## config.mk

```make
export PLATFORM = sky130hd
export DESIGN_NAME = pwm_duty_detect
export DESIGN_NICKNAME = d
export VERILOG_FILES = /design/src/rtl/pwmd_pkg.sv /design/src/rtl/pwmd_sync.sv /design/src/rtl/pwmd_window.sv /design/src/rtl/pwmd_idle.sv /design/src/rtl/pwmd_decide.sv /design/src/rtl/pwm_duty_detect.sv
export SDC_FILE = /design/constraint.sdc
export NUM_CORES = 1
export LEC_CHECK = 0
export ABC_AREA = 0
export BUFFER_PORTS_ARGS = -buffer_cell sky130_fd_sc_hd__buf_2
export CORE_MARGIN = 5
export CORE_UTILIZATION = 55
export CTS_CLUSTER_SIZE = 8
export DETAILED_ROUTE_END_ITERATION = 8
export GPL_TIMING_DRIVEN = 0
export PLACE_DENSITY = 0.87
export SYNTH_ARGS = -nofsm -noshare
export SYNTH_HDL_FRONTEND = slang
export SYNTH_SLANG_ARGS = --single-unit
```

## constraint.sdc

```tcl
create_clock -name clk -period 5.85 [get_ports clk]
set_input_delay 0.2925 -clock clk [delete_from_list [all_inputs] [get_ports clk]]
set_output_delay 0.2925 -clock clk [all_outputs]
set_load 0.01 [all_outputs]
```

## src/rtl/pwmd_pkg.sv

```systemverilog
// Package: shared types for the PWM duty threshold detector.
// Assumes: nothing beyond IEEE 1800-2017.
package pwmd_pkg;
    // An update request: fire asks for an update, level is the value to store.
    typedef struct packed {
        logic fire;
        logic level;
    } pwmd_evt_t;
endpackage

```

## src/rtl/pwmd_sync.sv

```systemverilog
// Module: pwmd_sync
// Brings the asynchronous PWM input into the clock domain through STAGES flops,
// then flags a rising edge of the synchronized level for one clock.
// Assumes: STAGES >= 2. The reset clears the whole chain, so a level that is
// high when reset is released shows up as a fresh rising edge.
module pwmd_sync #(
    parameter int STAGES = 2
) (
    input  logic clk,
    input  logic rst_n,
    input  logic async_in,
    output logic lvl,
    output logic rise
);
    logic [STAGES-1:0] chain;
    logic              lvl_d;

    genvar g;
    generate
        for (g = 0; g < STAGES; g++) begin : g_stage
            if (g == 0) begin : g_first
                // first capture flop of the asynchronous input
                always_ff @(posedge clk) begin
                    if (!rst_n) chain[0] <= 1'b0;
                    else        chain[0] <= async_in;
                end
            end else begin : g_next
                // later flops that let a metastable value settle
                always_ff @(posedge clk) begin
                    if (!rst_n) chain[g] <= 1'b0;
                    else        chain[g] <= chain[g-1];
                end
            end
        end
    endgenerate

    // one clock of history on the synchronized level, for edge detection
    always_ff @(posedge clk) begin
        if (!rst_n) lvl_d <= 1'b0;
        else        lvl_d <= chain[STAGES-1];
    end

    assign lvl  = chain[STAGES-1];
    assign rise = chain[STAGES-1] & ~lvl_d;
endmodule

```

## src/rtl/pwmd_window.sv

```systemverilog
// Module: pwmd_window
// Delay window started by each rising edge. A rise loads the length. The
// expire flag is high on the clock whose end closes the window, so that
// window covers len clocks after the rise. A rise during a running window
// restarts it, and that clock gives no expiry.
// Assumes: len is non-zero. A zero length is treated as one clock.
module pwmd_window #(
    parameter int CW = 16
) (
    input  logic          clk,
    input  logic          rst_n,
    input  logic          rise,
    input  logic [CW-1:0] len,
    output logic          expire
);
    localparam logic [CW-1:0] ONE = CW'(1);

    logic          run;
    logic [CW-1:0] cnt;

    // load on a rise, count down while running, stop at the last clock
    always_ff @(posedge clk) begin
        if (!rst_n) begin
            run <= 1'b0;
            cnt <= '0;
        end else if (rise) begin
            run <= 1'b1;
            cnt <= (len == '0) ? ONE : len;
        end else if (run) begin
            if (cnt <= ONE) run <= 1'b0;
            else            cnt <= cnt - ONE;
        end
    end

    assign expire = run & ~rise & (cnt == ONE);
endmodule

```

## src/rtl/pwmd_idle.sv

```systemverilog
// Module: pwmd_idle
// Counts clocks since the last rising edge and raises a one-clock timeout
// when lim clocks pass with no edge. The count then restarts, so a static
// input keeps producing timeouts at that interval.
// Assumes: lim is non-zero. With a zero limit the timeout fires on every clock.
module pwmd_idle #(
    parameter int IW = 20
) (
    input  logic          clk,
    input  logic          rst_n,
    input  logic          rise,
    input  logic [IW-1:0] lim,
    output logic          tmo
);
    logic [IW-1:0] icnt;
    logic [IW:0]   nxt;

    assign nxt = {1'b0, icnt} + {{IW{1'b0}}, 1'b1};
    assign tmo = ~rise & (nxt >= {1'b0, lim});

    // clock counter since the last edge, cleared by an edge or a timeout
    always_ff @(posedge clk) begin
        if (!rst_n)          icnt <= '0;
        else if (rise | tmo) icnt <= '0;
        else if (!nxt[IW])   icnt <= nxt[IW-1:0];
    end
endmodule

```

## src/rtl/pwmd_decide.sv

```systemverilog
// Module: pwmd_decide
// Result register. A window expiry or an idle timeout stores the
// synchronized level, sets the alarm to its complement and strobes valid.
// When both arrive on the same clock they make a single update.
// Assumes: lvl is already synchronized to clk.
module pwmd_decide
    import pwmd_pkg::*;
(
    input  logic clk,
    input  logic rst_n,
    input  logic expire,
    input  logic tmo,
    input  logic lvl,
    output logic above,
    output logic alarm,
    output logic valid
);
    pwmd_evt_t evt;

    // merge the two update sources into a single request
    always_comb begin
        evt.fire  = expire | tmo;
        evt.level = lvl;
    end

    // register the result, the alarm and the strobe
    always_ff @(posedge clk) begin
        if (!rst_n) begin
            above <= 1'b0;
            alarm <= 1'b0;
            valid <= 1'b0;
        end else begin
            valid <= evt.fire;
            if (evt.fire) begin
                above <= evt.level;
                alarm <= ~evt.level;
            end
        end
    end
endmodule

```

## src/rtl/pwm_duty_detect.sv

```systemverilog
// Module: pwm_duty_detect (top)
// Per-cycle PWM duty threshold decision, with time-domain hysteresis. The
// window length follows the current result: win_up_len while it is low,
// win_dn_len while it is high.
// Assumes: win_dn_len < win_up_len for hysteresis, and both lengths and
// idle_lim are non-zero.
module pwm_duty_detect #(
    parameter int CW       = 16,
    parameter int IW       = 20,
    parameter int SYNC_STG = 2
) (
    input  logic          clk,
    input  logic          rst_n,
    input  logic          pwm_in,
    input  logic [CW-1:0] win_up_len,
    input  logic [CW-1:0] win_dn_len,
    input  logic [IW-1:0] idle_lim,
    output logic          duty_above,
    output logic          dec_valid,
    output logic          duty_alarm
);
    logic          sync_lvl;
    logic          sync_rise;
    logic          win_exp;
    logic          idle_tmo;
    logic [CW-1:0] win_len;

    // pick the window length from the present result
    assign win_len = duty_above ? win_dn_len : win_up_len;

    pwmd_sync #(.STAGES(SYNC_STG)) u_sync (
        .clk(clk), .rst_n(rst_n), .async_in(pwm_in),
        .lvl(sync_lvl), .rise(sync_rise)
    );

    pwmd_window #(.CW(CW)) u_win (
        .clk(clk), .rst_n(rst_n), .rise(sync_rise),
        .len(win_len), .expire(win_exp)
    );

    pwmd_idle #(.IW(IW)) u_idle (
        .clk(clk), .rst_n(rst_n), .rise(sync_rise),
        .lim(idle_lim), .tmo(idle_tmo)
    );

    pwmd_decide u_dec (
        .clk(clk), .rst_n(rst_n), .expire(win_exp), .tmo(idle_tmo),
        .lvl(sync_lvl), .above(duty_above), .alarm(duty_alarm),
        .valid(dec_valid)
    );
endmodule

```

**Word level (Yosys, flattened, before mapping)**

Cells that the tools add are included.

- Add/sub/neg operators: 2
- Bitwise logic cells: 10
- Multiplexer cells: 8
- Reductions and logical operators: 4
- Order comparisons: 2
- Equality and inequality tests: 2

Operators by type and width:

| kind | count |
|---|---|
| $mux 16 | 5 |
| $add 20x1->21 const B | 1 |
| $ge 21x20->1 | 1 |
| $eq 16x1->1 const B | 1 |
| $le 16x1->1 const B | 1 |
| $logic_not 16->1 | 1 |
| $sub 16x1->16 const B | 1 |
| $and 1x1->1 | 4 |
| $not 1->1 | 4 |
| $mux 1 | 3 |
| $ne 2x1->1 const B | 1 |
| $or 1x1->1 | 2 |
| $reduce_and 2->1 | 1 |
| $reduce_bool 2->1 | 1 |
| $reduce_or 2->1 | 1 |

- Input port bits: 55
- Flip-flop bits (word level): 43
- Word-level logic and storage cells: 37

**Longest topological paths before layout**

Gate-level depths: netlist (run 1).

- Depth in word-level cells: 6
- Mapped depth: 14
- Gate-level depth less buffers: 13

**Cells and area by module**

A second synthesis (run 1) with hierarchy kept.

- Cell total of the unflattened synthesis: 343
- Area, all modules: 3041.7 µm²

Modules (own cells, without submodules):

| module | cells each | instances | sequential area each (µm²) | area each (µm²) |
|---|---|---|---|---|
| pwmd_idle | 174 | 1 | 400.4 | 1505.2 |
| pwmd_window | 136 | 1 | 340.3 | 1094.8 |
| pwm_duty_detect | 18 | 1 | 0.0 | 249.0 |
| pwmd_decide | 8 | 1 | 60.1 | 100.1 |
| pwmd_sync | 7 | 1 | 60.1 | 92.6 |

**Worst setup path after synthesis (run 1)**

No wires, ideal clock.

- Kind: reg-to-reg
- Start point: register u_idle.icnt[0]
- End point: register u_dec.above
- Arrival time: 3139 ps
- Path buffers: 0
- Slack: 2592 ps
- Stages on the path, launching flop included: 13
- Required time: 5731 ps
- Cell sequence: dfxtp_1 -> ha_1 -> nand3_2 -> nor4_4 -> xnor2_1 -> inv_1 -> ha_1 -> nand2_1 -> or4_4 -> a2111oi_4 -> nor3_1 -> and3_4 -> o221a_1

- Word-level cells in the longest chain between the ends: 4

Ends and longest elaborated chain:

| element | line | source |
|---|---|---|
| start: declaration | pwmd_idle.sv:15 | `logic [IW-1:0] icnt;` |
| start signal: assignment | pwmd_idle.sv:25 | `else if (!nxt[IW]) icnt <= nxt[IW-1:0];` |
| $add 20x1->21 | pwmd_idle.sv:18 | `assign nxt = {1'b0, icnt} + {{IW{1'b0}}, 1'b1};` |
| via u_idle.nxt[14] | pwmd_idle.sv:16 | `logic [IW:0] nxt;` |
| $ge 21x20->1 | pwmd_idle.sv:19 | `assign tmo = ~rise & (nxt >= {1'b0, lim});` |
| $and 1x1->1 | pwmd_idle.sv:19 |  |
| $or 1x1->1 | pwmd_decide.sv:22 | `evt.fire = expire \| tmo;` |
| end signal: assignment | pwmd_decide.sv:35 | `above <= evt.level;` |
| end: declaration | pwmd_decide.sv:14 | `output logic above,` |

The timed path passes the listed nets, and every way through them passes these cells.
A chain may end at the register's enable or synchronous reset.

**Worst setup path in the final report (run 1)**

- Start point: register u_idle.icnt[0]
- End point: register u_idle.icnt[14]

- Word-level cells in the longest chain between the ends: 5

Ends and longest elaborated chain:

| element | line | source |
|---|---|---|
| $add 20x1->21 | pwmd_idle.sv:18 |  |
| via u_idle.nxt[18] | pwmd_idle.sv:16 |  |
| $ge 21x20->1 | pwmd_idle.sv:19 |  |
| $and 1x1->1 | pwmd_idle.sv:19 |  |
| $or 1x1->1 | pwmd_idle.sv:24 | `else if (rise \| tmo) icnt <= '0;` |
| $reduce_or 2->1 (no line) | - |  |

The timed path passes the listed nets, and every way through them passes these cells.

==> run summary, run 1 <==
CP required -> 6.07 ns
Initial DRC Count -> 242
critical path endpoint category -> flip-flop
Area Overhead vs Synth -> 15.8%
RePlAce Congestion -> 0.908
P per Cell Area -> 199 nW/um2
Final Slew Violations -> 0
# port buffers -> 57
RSZ-0062 raised after global routing -> false
CP endpoint -> u_idle.icnt[14]
EDFF count, synth -> 0
Achievable Freq -> 0.270 GHz
Core Area -> 5410 um2
Final setup viols -> 0
post-route worst setup slack -> 2.15 ns
vias in the first global route -> 2820
Place WS -> 2.20 ns
vias -> 2820
number of buffers created by CTS -> 5
DRC viols -> 0
post-layout util -> 64.5%
GRT Total Usage -> 20.8%
CP max FO -> 10
Worst slew margin -> 64.8%
area of the mapped netlist -> 3010 um2
FF-to-FF setup slack -> 2.15 ns
post-cts sizing count -> 0
post-route cell area -> 3490 um2
Worst R2R Start -> u_idle.icnt[0]
fraction of layout cells with a size suffix above 1 -> 22.0%
post-CTS setup buffers -> 0
Fin. Hold Viols -> 0
drt first pass iters -> 5
worst-case clock skew -> 0.0124 ns
actual slew at the worst max-slew pin -> 0.524 ns
synthesized area per cell -> 8.41 um2
Routed WL -> 7510 um
chip width -> 84 um
clk sink count -> 43
worst skew pair latency -> 0.30 ns
row count -> 27
fin crit period -> 3.70 ns
Startpoint Class -> flip-flop
reg2reg end -> u_idle.icnt[14]
NumNets Final -> 500
sequential area share after synthesis -> 28.6%
# IOs -> 58
largest net degree at the start of global routing -> 13
HP Class -> input pin to flip-flop
Clock Pin Slew Worst Setup and Hold Paths -> 0.08 ns
Yosys cell types -> 59
period utilization -> 63.2%
H-tree depth -> 2
placed wire-length estimate -> 5950 um
Syn Nets -> 436
initial antenna violation count -> 0
Bufs on Longest Clock Path -> 2
outcome -> finished clean
post-layout power -> 0.694 mW
initial core utilization -> 55.7%
ys async rst share -> 0%
Crit. Startpoint -> u_idle.icnt[0]
first-pass GRT wire length -> 12100 um
Worst VDD drop -> 0.000111 V
hold path start -> pwm_in
post-DR wirelength/cell -> 15.2 um
FF-to-FF path depth -> 14
WS Path Type -> flip-flop to flip-flop
Arrival @ worst endpoint -> 3.92 ns
antenna cells -> 0
top post-synthesis cells by area -> dfxtp_1 (29%), ha_1 (9.6%), a21oi_1 (4.8%)
Leakage -> 1.63 nW
Post-CTS Hold Fix Bufs -> 0
gate count after technology mapping -> 358
Via-to-Cell Ratio -> 5.70
Root Driver -> clkbuf_8
die area -> 7060 um2
GRT Residual Overflow -> 0
area share of the largest cell type after synthesis -> 28.6%
ANT nets after route -> 0
Syn. warnings -> 0
Synth area leader -> dfxtp_1
Synth Flop Type -> dfxtp_1
DP Area -> 3390 um2
setup_tns -> 0 ns
FF+latch count, synth -> 43
Max Cap Violations -> 0
CTS tree -> done
Die Y -> 84 um
## layout by cell type (no fill, tap or decap), types with 7 or more instances in the layout
master	netlist	final
a21oi_1	29	29
dfxtp_1	43	43
xor2_1	13	13
buf_2	3	60
nand4_1	8	8
nor3_1	11	11
nor2_1	31	31
mux2i_1	10	10
clkbuf_8	0	7
ha_1	23	23
xnor2_1	14	14
nand3_1	8	8
nand2_1	25	25
inv_1	38	38
## registers in the layout (all words and copies together) (netlist names)
name	flops
u_idle.icnt	20
u_sync.lvl_d	1
u_dec.above	1
u_sync.lvl	1
u_sync.chain	1
u_dec.alarm	1
u_win.cnt	16
u_dec.valid	1
u_win.run	1
## worst min path at each step
| stage | endpoint | slack, ns | cells past startpoint |
|---|---|---|---|
| floorplan | u_sync.lvl | 0.41 | 1 |
| global placement | u_sync.lvl | 0.41 | 1 |
| detailed placement | u_sync.lvl | 0.42 | 1 |
| CTS | u_sync.chain[0] | 0.20 | 2 |
| global route | u_sync.chain[0] | 0.21 | 2 |
| finish | u_sync.chain[0] | 0.20 | 2 |
## per-stage QoR
stage	instances	hold WS (ns)
5_1_grt	495	0.212
2_1_floorplan	358	0.412
3_5_place_dp	487	0.420
6_report	495	0.203
4_1_cts	495	0.202
3_3_place_gp	487	0.414
## where the power goes
part           total [mW]  leakage [nW]  internal [mW]  switching [mW]
Sequential          0.324         0.349          0.306          0.0181
Clock               0.205        0.0515          0.108          0.0969
Combinational       0.166          1.23         0.0735          0.0922
Total               0.694          1.63          0.487           0.207
## critical path: stages (launching register included)
cell and delay [ns]:
dfxtp_1 0.42, ha_1 0.24, nand3_2 0.18, nor4_4 0.57, and3_1 0.25, xnor2_1 0.14
inv_1 0.07, ha_1 0.29, nand3_1 0.24, nor3_1 0.09, o31a_1 0.13, nor3_1 0.42
nand4_1 0.19, buf_2 0.24, a21oi_1 0.15
## Yosys cell counts (6+ instances only)
| cell type | n |
|---|---|
| nand4_1 | 8 |
| a21oi_1 | 29 |
| nor2_1 | 31 |
| nor3_1 | 11 |
| dfxtp_1 | 43 |
| nand3_1 | 8 |
| inv_1 | 38 |
| mux2i_1 | 10 |
| xnor2_1 | 14 |
| ha_1 | 23 |
| xor2_1 | 13 |
| mux2_2 | 6 |
| a211oi_1 | 6 |
| o21ai_0 | 6 |
| nand2_1 | 25 |
## area by class of cell
| type | count | area, um2 |
|---|---|---|
| plain buffers | 10 | 48.8 |
| clock buffers | 8 | 100 |
| fillers | 468 | 1920 |
| well taps | 72 | 90.1 |
| repair buffers | 57 | 285 |
| flip-flops and latches | 43 | 861 |
| inverters | 39 | 146 |
| multi-input cells | 266 | 1960 |
## logic make-up (layout without fill, tap and decap cells)
family	Yosys count	count (layout)	synth area share [%]
AOI/OAI and AO/OA	74	74	17.7
xor gates and xnor gates	27	27	7.85
adders and majority gates	23	23	9.56
buffers and inverters	49	114	6.48
DFF	43	43	28.6
muxes	16	16	5.57
and+or+nand+nor	126	126	24.3
## per-layer routing
layer / global-route usage (%) / part of all wire [%]
met5: 0 / 0
met4: 8.33 / 3.1
met3: 4.15 / 6.2
met2: 35.2 / 47
met1: 25.6 / 43
Note: power is estimated with default switching activity, not from simulation.
==> run 2: changes to the inputs <==
==> constraint.sdc (replaced) <==
create_clock -name clk -period 3.7 [get_ports clk]
set_input_delay 0.185 -clock clk [delete_from_list [all_inputs] [get_ports clk]]
set_output_delay 0.185 -clock clk [all_outputs]
set_load 0.01 [all_outputs]
==> run summary, run 2 (synthesis gave the netlist of run 1 again) <==
vias in the first global route -> 2820
post-route cell area -> 3510 um2
WS Path Type -> flip-flop to flip-flop
setup_tns -> 0 ns
initial antenna violation count -> 0
Final Slew Violations -> 0
Max Cap Violations -> 0
P per Cell Area -> 313 nW/um2
Worst VDD drop -> 0.000175 V
initial core utilization -> 55.7%
chip width -> 84 um
# port buffers -> 57
Leakage -> 1.65 nW
CTS tree -> done
crit-path max cell delay -> 0.58 ns
actual slew at the worst max-slew pin -> 0.503 ns
Worst slew margin -> 66.4%
RePlAce Congestion -> 0.908
Die Y -> 84 um
GRT Total Usage -> 20.8%
DP Area -> 3390 um2
NumNets Final -> 501
Area Overhead vs Synth -> 16.4%
Initial DRC Count -> 226
critical path cell sequence -> ha_1, nand3_2, nor3_4, and3_1, xor2_1, ha_1, nand4_1, or4_4, a2111oi_4, nor3_1, nand4_1, buf_2, a21oi_1
Arrival @ worst endpoint -> 3.63 ns
Biggest register -> u_idle.icnt
CP required -> 3.86 ns
critical path endpoint category -> flip-flop
post-layout power -> 1.10 mW
commonest non-fill, non-tap cell in the layout -> buf_2
Startpoint Class -> flip-flop
number of buffers created by CTS -> 5
row count -> 27
HP Class -> input pin to flip-flop
vias -> 2866
die area -> 7060 um2
largest net degree at the start of global routing -> 13
Achievable Freq -> 0.288 GHz
Bufs on Longest Clock Path -> 2
placed wire-length estimate -> 5950 um
Clock Pin Slew Worst Setup and Hold Paths -> 0.07 ns
number of flip-flops in the largest register -> 20
period utilization -> 93.7%
clk sink count -> 43
Core Area -> 5410 um2
worst-case clock skew -> 0.0126 ns
top flop regs -> u_idle.icnt: 20 flops, u_win.cnt: 16 flops
WHS -> 0.0959 ns
worst skew pair latency -> 0.30 ns
slowest CP cell -> or4_4
CP max FO -> 10
post-layout util -> 64.9%
post-DR wirelength/cell -> 15.3 um
most frequent cells in the layout -> buf_2 (60), dfxtp_1 (43), inv_1 (38), nor2_1 (31), a21oi_1 (29)
fraction of layout cells with a size suffix above 1 -> 22.4%
ANT nets after route -> 0
first-pass GRT wire length -> 12100 um
Root Driver -> clkbuf_8
drt first pass iters -> 5
outcome -> finished clean
antenna cells -> 0
fin crit period -> 3.47 ns
Routed WL -> 7600 um
Final setup viols -> 0
GRT Residual Overflow -> 0
DRC viols -> 0
# IOs -> 58
RSZ-0062 raised after global routing -> false
Fin. Hold Viols -> 0
H-tree depth -> 2
Via-to-Cell Ratio -> 5.78
==> run 2: changes by cell type in the layout (fill, tap and decap cells not counted), sizes merged <==
cell / before / now
buf: 62 / 63
==> run 2: critical path: cells and delay by family (launching register included) <==
family                   cells  cell delay (ns)
AND/OR/NAND/NOR              7             1.65
flip-flops                   1             0.42
XOR/XNOR                     1             0.22
AO/OA/AOI/OAI                2             0.40
buffers and inverters        1             0.25
adder cells (fa/ha/maj)      2             0.41
==> run 2: layer usage <==
metal	up-vias	part of all wire [%]	track usage (%)
li1	1401	-	-
met3	32	6.5	4.15
met4	0	3.0	8.33
met2	121	47	35.2
met5	-	0	0
met1	1312	43	25.6
==> run 2: area by class of cell <==
cell class	count	area, um2
inverter	39	146
clock buffer	8	100
timing repair buffer	58	293
fill	463	1900
tap	72	90.1
buffer	10	48.8
sequential	43	861
multi-input combinational	266	1970
==> run 2: what timing repair did <==
| action | in CTS | in global routing |
|---|---|---|
| hold endpoints to repair | 0 | 0 |
| endpoints found under the setup margin | 0 | 22 |
| hold buffers | 0 | 0 |
| resized for setup | 0 | 2 |
| setup buffers | 0 | 1 |
==> run 2: per-stage QoR <==
step | std cells | setup slack, ns
floorplan | 358 | 0.442
global placement | 487 | 0.123
detailed placement | 487 | 0.0539
CTS | 495 | 0.0307
global route | 496 | 0.00723
finish | 496 | 0.231
==> run 2: worst paths after layout <==
kind | from | end | cells after the start | slack, ns
hold reg to reg | u_sync.chain[0] | u_sync.lvl | 1 | 0.44
setup / recovery | u_idle.icnt[0] | u_idle.icnt[14] | 13 | 0.23
setup reg to reg | u_idle.icnt[0] | u_idle.icnt[14] | 13 | 0.23
hold / removal | pwm_in | u_sync.chain[0] | 2 | 0.1
==> run 2: power breakdown <==
part	switching [mW]	internal (mW)
combinational	0.147	0.116
clock	0.153	0.170
sequential	0.0289	0.483
total	0.329	0.770
